===== config.mk =====
export PLATFORM = sky130hd
export DESIGN_NAME = susp_refresh_ctrl
export DESIGN_NICKNAME = d
export VERILOG_FILES = /design/src/rtl/susp_refresh_pkg.sv /design/src/rtl/susp_refresh_sync.sv /design/src/rtl/susp_refresh_fsm.sv /design/src/rtl/susp_refresh_dp.sv /design/src/rtl/susp_refresh_ctrl.sv
export SDC_FILE = /design/constraint.sdc
export NUM_CORES = 1
export LEC_CHECK = 0
export ABC_AREA = 1
export BUFFER_PORTS_ARGS = -buffer_cell sky130_fd_sc_hd__buf_2
export CAP_MARGIN = 20
export CORE_UTILIZATION = 40
export DETAILED_ROUTE_END_ITERATION = 6
export PLACE_DENSITY = 0.64
export SLEW_MARGIN = 10
export SYNTH_ARGS = -nofsm -noshare
export SYNTH_HDL_FRONTEND = slang
export SYNTH_HIERARCHICAL = 1
export SYNTH_SLANG_ARGS = --single-unit

===== constraint.sdc =====
create_clock -name clk -period 3.98 [get_ports clk]
set_clock_uncertainty 0.1 [all_clocks]
set_input_delay 0.199 -clock clk [delete_from_list [all_inputs] [get_ports clk]]
set_output_delay 0.199 -clock clk [all_outputs]
set_load 0.03 [all_outputs]

===== src/rtl/susp_refresh_pkg.sv =====
`timescale 1ns/1ps
package susp_refresh_pkg;
  localparam int IDX_IDLE     = 0;
  localparam int IDX_INTERVAL = 1;
  localparam int NUM_CFG      = 2;

  typedef enum logic {MODE_SUSPEND = 1'b0, MODE_NORMAL = 1'b1} refresh_mode_t;

  typedef struct packed {
    logic runNormal;
    logic loadDefaults;
  } ctrl_strobes_t;
endpackage


===== src/rtl/susp_refresh_sync.sv =====
`timescale 1ns/1ps
module susp_refresh_sync #(
  parameter int WIDTH = 2
) (
  input  logic             clk,
  input  logic             rstN,
  input  logic [WIDTH-1:0] asyncIn,
  output logic [WIDTH-1:0] syncOut
);
  logic [WIDTH-1:0] stage1;
  logic [WIDTH-1:0] stage2;

  always_ff @(posedge clk or negedge rstN) begin
    if (!rstN) begin
      stage1 <= '0;
      stage2 <= '0;
    end else begin
      stage1 <= asyncIn;
      stage2 <= stage1;
    end
  end

  assign syncOut = stage2;
endmodule


===== src/rtl/susp_refresh_fsm.sv =====
`timescale 1ns/1ps
module susp_refresh_fsm
  import susp_refresh_pkg::*;
(
  input  logic          clk,
  input  logic          rstN,
  input  logic          clkSync,
  input  logic          statSync,
  output ctrl_strobes_t strobes,
  output logic          inSuspend,
  output logic          wellReset
);
  refresh_mode_t mode;
  logic statPrev;
  logic wellRstQ;
  logic firstInactive;

  // rising edge of the synchronized status marks the deciding sample
  assign firstInactive = statSync & ~statPrev;

  always_ff @(posedge clk or negedge rstN) begin
    if (!rstN) begin
      mode     <= MODE_SUSPEND;
      statPrev <= 1'b0;
      wellRstQ <= 1'b0;
    end else begin
      statPrev <= statSync;
      wellRstQ <= firstInactive & ~clkSync;
      if (wellRstQ)
        mode <= MODE_NORMAL;
      else if (!statSync)
        mode <= MODE_SUSPEND;
      else if (firstInactive && clkSync)
        mode <= MODE_NORMAL;
    end
  end

  assign strobes.runNormal    = (mode == MODE_NORMAL);
  assign strobes.loadDefaults = wellRstQ;
  assign inSuspend            = (mode == MODE_SUSPEND);
  assign wellReset            = wellRstQ;
endmodule


===== src/rtl/susp_refresh_dp.sv =====
`timescale 1ns/1ps
module susp_refresh_dp
  import susp_refresh_pkg::*;
#(
  parameter int DATA_W       = 8,
  parameter int ADDR_W       = 2,
  parameter int DEF_IDLE     = 'h14,
  parameter int DEF_INTERVAL = 'h20
) (
  input  logic              clk,
  input  logic              rstN,
  input  ctrl_strobes_t     strobes,
  input  logic              wrEn,
  input  logic [ADDR_W-1:0] wrAddr,
  input  logic [DATA_W-1:0] wrData,
  output logic              refreshReq,
  output logic              refreshBusy,
  output logic [DATA_W-1:0] cfgIdleCount,
  output logic [DATA_W-1:0] cfgInterval
);
  localparam logic [DATA_W-1:0] DefIdle = DATA_W'(DEF_IDLE);
  localparam logic [DATA_W-1:0] DefIntv = DATA_W'(DEF_INTERVAL);

  function automatic logic [DATA_W-1:0] defaultOf(input int idx);
    return (idx == IDX_IDLE) ? DefIdle : DefIntv;
  endfunction

  logic [DATA_W-1:0] cfgQ [NUM_CFG];
  logic [DATA_W-1:0] downCnt;
  logic [DATA_W-1:0] busyCnt;
  logic              reqQ;

  for (genvar g = 0; g < NUM_CFG; g++) begin : g_cfg
    always_ff @(posedge clk or negedge rstN) begin
      if (!rstN)
        cfgQ[g] <= defaultOf(g);
      else if (strobes.loadDefaults)
        cfgQ[g] <= defaultOf(g);
      else if (wrEn && wrAddr == ADDR_W'(g))
        cfgQ[g] <= wrData;
    end
  end

  always_ff @(posedge clk or negedge rstN) begin
    if (!rstN) begin
      downCnt <= DefIntv;
      busyCnt <= '0;
      reqQ    <= 1'b0;
    end else if (!strobes.runNormal) begin
      downCnt <= strobes.loadDefaults ? DefIntv : cfgQ[IDX_INTERVAL];
      busyCnt <= '0;
      reqQ    <= 1'b0;
    end else if (downCnt == '0) begin
      downCnt <= cfgQ[IDX_INTERVAL];
      busyCnt <= cfgQ[IDX_IDLE];
      reqQ    <= 1'b1;
    end else begin
      downCnt <= downCnt - 1'b1;
      reqQ    <= 1'b0;
      if (busyCnt != '0)
        busyCnt <= busyCnt - 1'b1;
    end
  end

  assign refreshReq   = reqQ;
  assign refreshBusy  = (busyCnt != '0);
  assign cfgIdleCount = cfgQ[IDX_IDLE];
  assign cfgInterval  = cfgQ[IDX_INTERVAL];
endmodule


===== src/rtl/susp_refresh_ctrl.sv =====
`timescale 1ns/1ps
module susp_refresh_ctrl
  import susp_refresh_pkg::*;
#(
  parameter int DATA_W       = 8,
  parameter int ADDR_W       = 2,
  parameter int DEF_IDLE     = 'h14,
  parameter int DEF_INTERVAL = 'h20
) (
  input  logic              clk,
  input  logic              rstN,
  input  logic              suspClkIn,
  input  logic              suspStatN,
  input  logic              wrEn,
  input  logic [ADDR_W-1:0] wrAddr,
  input  logic [DATA_W-1:0] wrData,
  output logic              refreshReq,
  output logic              refreshBusy,
  output logic              inSuspend,
  output logic              wellReset,
  output logic [DATA_W-1:0] cfgIdleCount,
  output logic [DATA_W-1:0] cfgInterval
);
  logic [1:0]    syncVec;
  ctrl_strobes_t strobes;

  susp_refresh_sync #(.WIDTH(2)) u_sync (
    .clk(clk), .rstN(rstN),
    .asyncIn({suspClkIn, suspStatN}),
    .syncOut(syncVec)
  );

  susp_refresh_fsm u_fsm (
    .clk(clk), .rstN(rstN),
    .clkSync(syncVec[1]), .statSync(syncVec[0]),
    .strobes(strobes), .inSuspend(inSuspend), .wellReset(wellReset)
  );

  susp_refresh_dp #(
    .DATA_W(DATA_W), .ADDR_W(ADDR_W),
    .DEF_IDLE(DEF_IDLE), .DEF_INTERVAL(DEF_INTERVAL)
  ) u_dp (
    .clk(clk), .rstN(rstN), .strobes(strobes),
    .wrEn(wrEn), .wrAddr(wrAddr), .wrData(wrData),
    .refreshReq(refreshReq), .refreshBusy(refreshBusy),
    .cfgIdleCount(cfgIdleCount), .cfgInterval(cfgInterval)
  );
endmodule


==> impl_metrics.json <==
{
  "drive_above_1_share": 0.250,
  "tightest_slew_ns": 0.865,
  "dieArea_mm2": 0.00538,
  "syn_nets": 263,
  "yosysUniqueCellTypes": 27,
  "worstPathRequired_ns": 4.08,
  "antenna_cells": 0,
  "ys.flop_type": "dfrtp_1",
  "cts_num_sinks": 40,
  "wl_met2_um": 2030,
  "drt-initial-drc-count": 78,
  "post-route-period-util": 0.439,
  "hold_viol": 0,
  "area_growth_pct": 16.2,
  "critPathLaunchType": "flip-flop",
  "status": "completed",
  "rsz0062_at_grt": "no",
  "wl_met1_um": 1990,
  "htree_levels": 2,
  "yosysTopAreaCellShare": 0.443,
  "critPathKind": "reg -> reg",
  "clk_path_buf_depth": 2,
  "start_util": 0.422,
  "avgSynthCellArea_um2": 8.30,
  "max-cap-violations": 0,
  "fmaxAchievable_mhz": 573,
  "cp_data_arrival_time_ns": 1.85,
  "overflow": 0,
  "ys.warnings.count": 6,
  "async_reset_ff_frac": 1.00,
  "numCtsBuffers": 5,
  "place.gp.congestion": 0.818,
  "crit_path_end_kind": "flip-flop",
  "netlist_top_cells_area": "dfrtp_1, nand2_1, inv_1",
  "fin_crit_ns": 1.75,
  "grt_antenna_before_repair": 0,
  "layout.nets": 301,
  "io_buffer_count": 34,
  "dr_wl_met3_um": 126,
  "core_mm2": 0.00482,
  "ys_ff_latch": 40,
  "via_per_inst": 4.82,
  "root_buffer": "clkbuf_8",
  "cts_tree": "yes",
  "syn-cell-area_mm2": 0.00203,
  "num_rows": 25,
  "final-seq-area_mm2": 0.00101,
  "syn_inst": 245,
  "synth-edff-count": 0,
  "firstDrtPassIters": 4,
  "multi_input_area_um2": 813,
  "clk_latency_ns": 0.29,
  "ctsResizeCount": 0,
  "clk_pin_slew_worst_paths_ns": 0.07,
  "p_per_area_mw_per_mm2": 698,
  "drcViolationCount": 0,
  "max_slew_margin": 0.419,
  "power_leakage_nw": 1.25,
  "wl_per_cell_um": 12.0,
  "tns_ns": 0,
  "total_power_mw": 1.65,
  "yosysSeqAreaShare": 0.494,
  "drv_slew": 0,
  "vias": 1691,
  "cp_max_fo": 16,
  "wirelength_um": 4220,
  "hold_class": "in -> reg",
  "synth.largest_area_cell": "dfrtp_1",
  "ant_nets": 0,
  "n_fill_cell": 495,
  "grt_max_degree": 41,
  "grt_pass1_wl_um": 7380,
  "synth.most_common_cell": "nand2_1",
  "highest_layer": "met4",
  "grt_pass1_vias": 1609,
  "setup_viol": 0,
  "cts_setup_buffers": 0,
  "fp.dieW_um": 73.3,
  "grt_usage": 0.184,
  "synth_commonest_cells": "nand2_1, inv_1, dfrtp_1",
  "dp_hpwl_um": 3220,
  "max-vdd-ir-drop_v": 0.000275,
  "pin_count": 35,
  "die_h_um": 73.3
}
[sequential cells by signal, summed over array words and instances (netlist names)]
signal and cells:
u_dp/busyCnt 8, u_dp/cfgIdleCount 8, u_dp/cfgInterval 8, u_dp/downCnt 8
u_dp/refreshReq 1, u_fsm/mode 1, u_fsm/statPrev 1, u_fsm/wellReset 1
u_sync/stage1 2, u_sync/syncOut 2
[final timing paths]
kind | startpoint | end | slack (ns) | cells past startpoint
worst max-delay path | u_fsm/wellReset | u_dp/cfgIdleCount[4] | 2.23 | 4
worst min-delay path | wrData[5] | u_dp/cfgInterval[5] | 0.06 | 3
worst max register to register | u_fsm/wellReset | u_dp/cfgIdleCount[4] | 2.23 | 4
worst min register to register | u_sync/stage1[0] | u_sync/syncOut[0] | 0.25 | 0
max in group asynchronous | rstN | u_dp/cfgInterval[4] | 2.77 | 2
min in group asynchronous | rstN | u_dp/busyCnt[0] | 0.47 | 2
[logic make-up (layout without fill, tap and decap cells)]
logic type	after synthesis	in the layout	share of synthesized area
simple gates	113	113	0.258
mux	2	2	0.0111
buf+inv	49	88	0.106
flops	40	40	0.494
fa+ha+maj	3	3	0.0185
xor+xnor	5	5	0.0215
compound gates	33	33	0.0904
[per-layer routing]
layer / GRT usage / vias to the layer above
met2: 0.292 / 25
met1: 0.248 / 822
met5: 0 / -
met4: 0.0662 / 0
li1: - / 836
met3: 0.0425 / 8
[layout make-up]
type / instances / share of cell area
sequential: 40 / 0.425
multi-input combinational: 156 / 0.344
timing repair buffer: 37 / 0.0847
inverter: 43 / 0.0683
clock buffer: 8 / 0.0423
tap: 67 / 0.0354
[power by group]
group          switching, mW  internal (mW)  total [mW]
clock                  0.133          0.158       0.291
combinational          0.493          0.269       0.761
sequential            0.0875          0.510       0.598
total                  0.713          0.937        1.65
[what timing repair did]
item	4_1_cts	5_1_grt
endpoints found under the hold margin	38	0
hold buffers	3	0
setup endpoints to repair	0	0
[stage by stage]
step / utilization / cell area [um2] / cells / hold slack, ns / setup WS, ns
2_1_floorplan: - / 2030 / 245 / -0.197 / 2.48
3_3_place_gp: 0.464 / 2230 / 340 / 0.208 / 2.21
3_5_place_dp: 0.464 / 2230 / 340 / 0.209 / 2.24
4_1_cts: 0.491 / 2360 / 351 / 0.0471 / 2.21
5_1_grt: 0.491 / 2360 / 351 / 0.0614 / 1.98
6_report: 0.491 / 2360 / 351 / 0.0550 / 2.23
[placed cells by master (no fill, tap or decap), drive strengths merged]
| master | Yosys | routed |
|---|---|---|
| nand4 | 1 | 1 |
| inv | 43 | 43 |
| buf | 6 | 34 |
| xor2 | 4 | 4 |
| nor2 | 32 | 32 |
| dfrtp | 36 | 36 |
| a21oi | 3 | 3 |
| nand3 | 18 | 18 |
| nor3 | 1 | 1 |
| dfstp | 4 | 4 |
| mux2 | 2 | 2 |
| nand2 | 61 | 61 |
| o22ai | 3 | 3 |
| clkbuf | 0 | 8 |
| o21ai | 27 | 27 |
| dlygate4sd3 | 0 | 3 |
| xnor2 | 1 | 1 |
| ha | 3 | 3 |
[worst max-delay path: stages, from the launching register on]
cell	delay [ns]
dfrtp_1	0.59
inv_2	0.15
o21ai_1	0.50
o21ai_0	0.19
o21ai_0	0.13
Note: power is estimated with default switching activity, not from simulation.
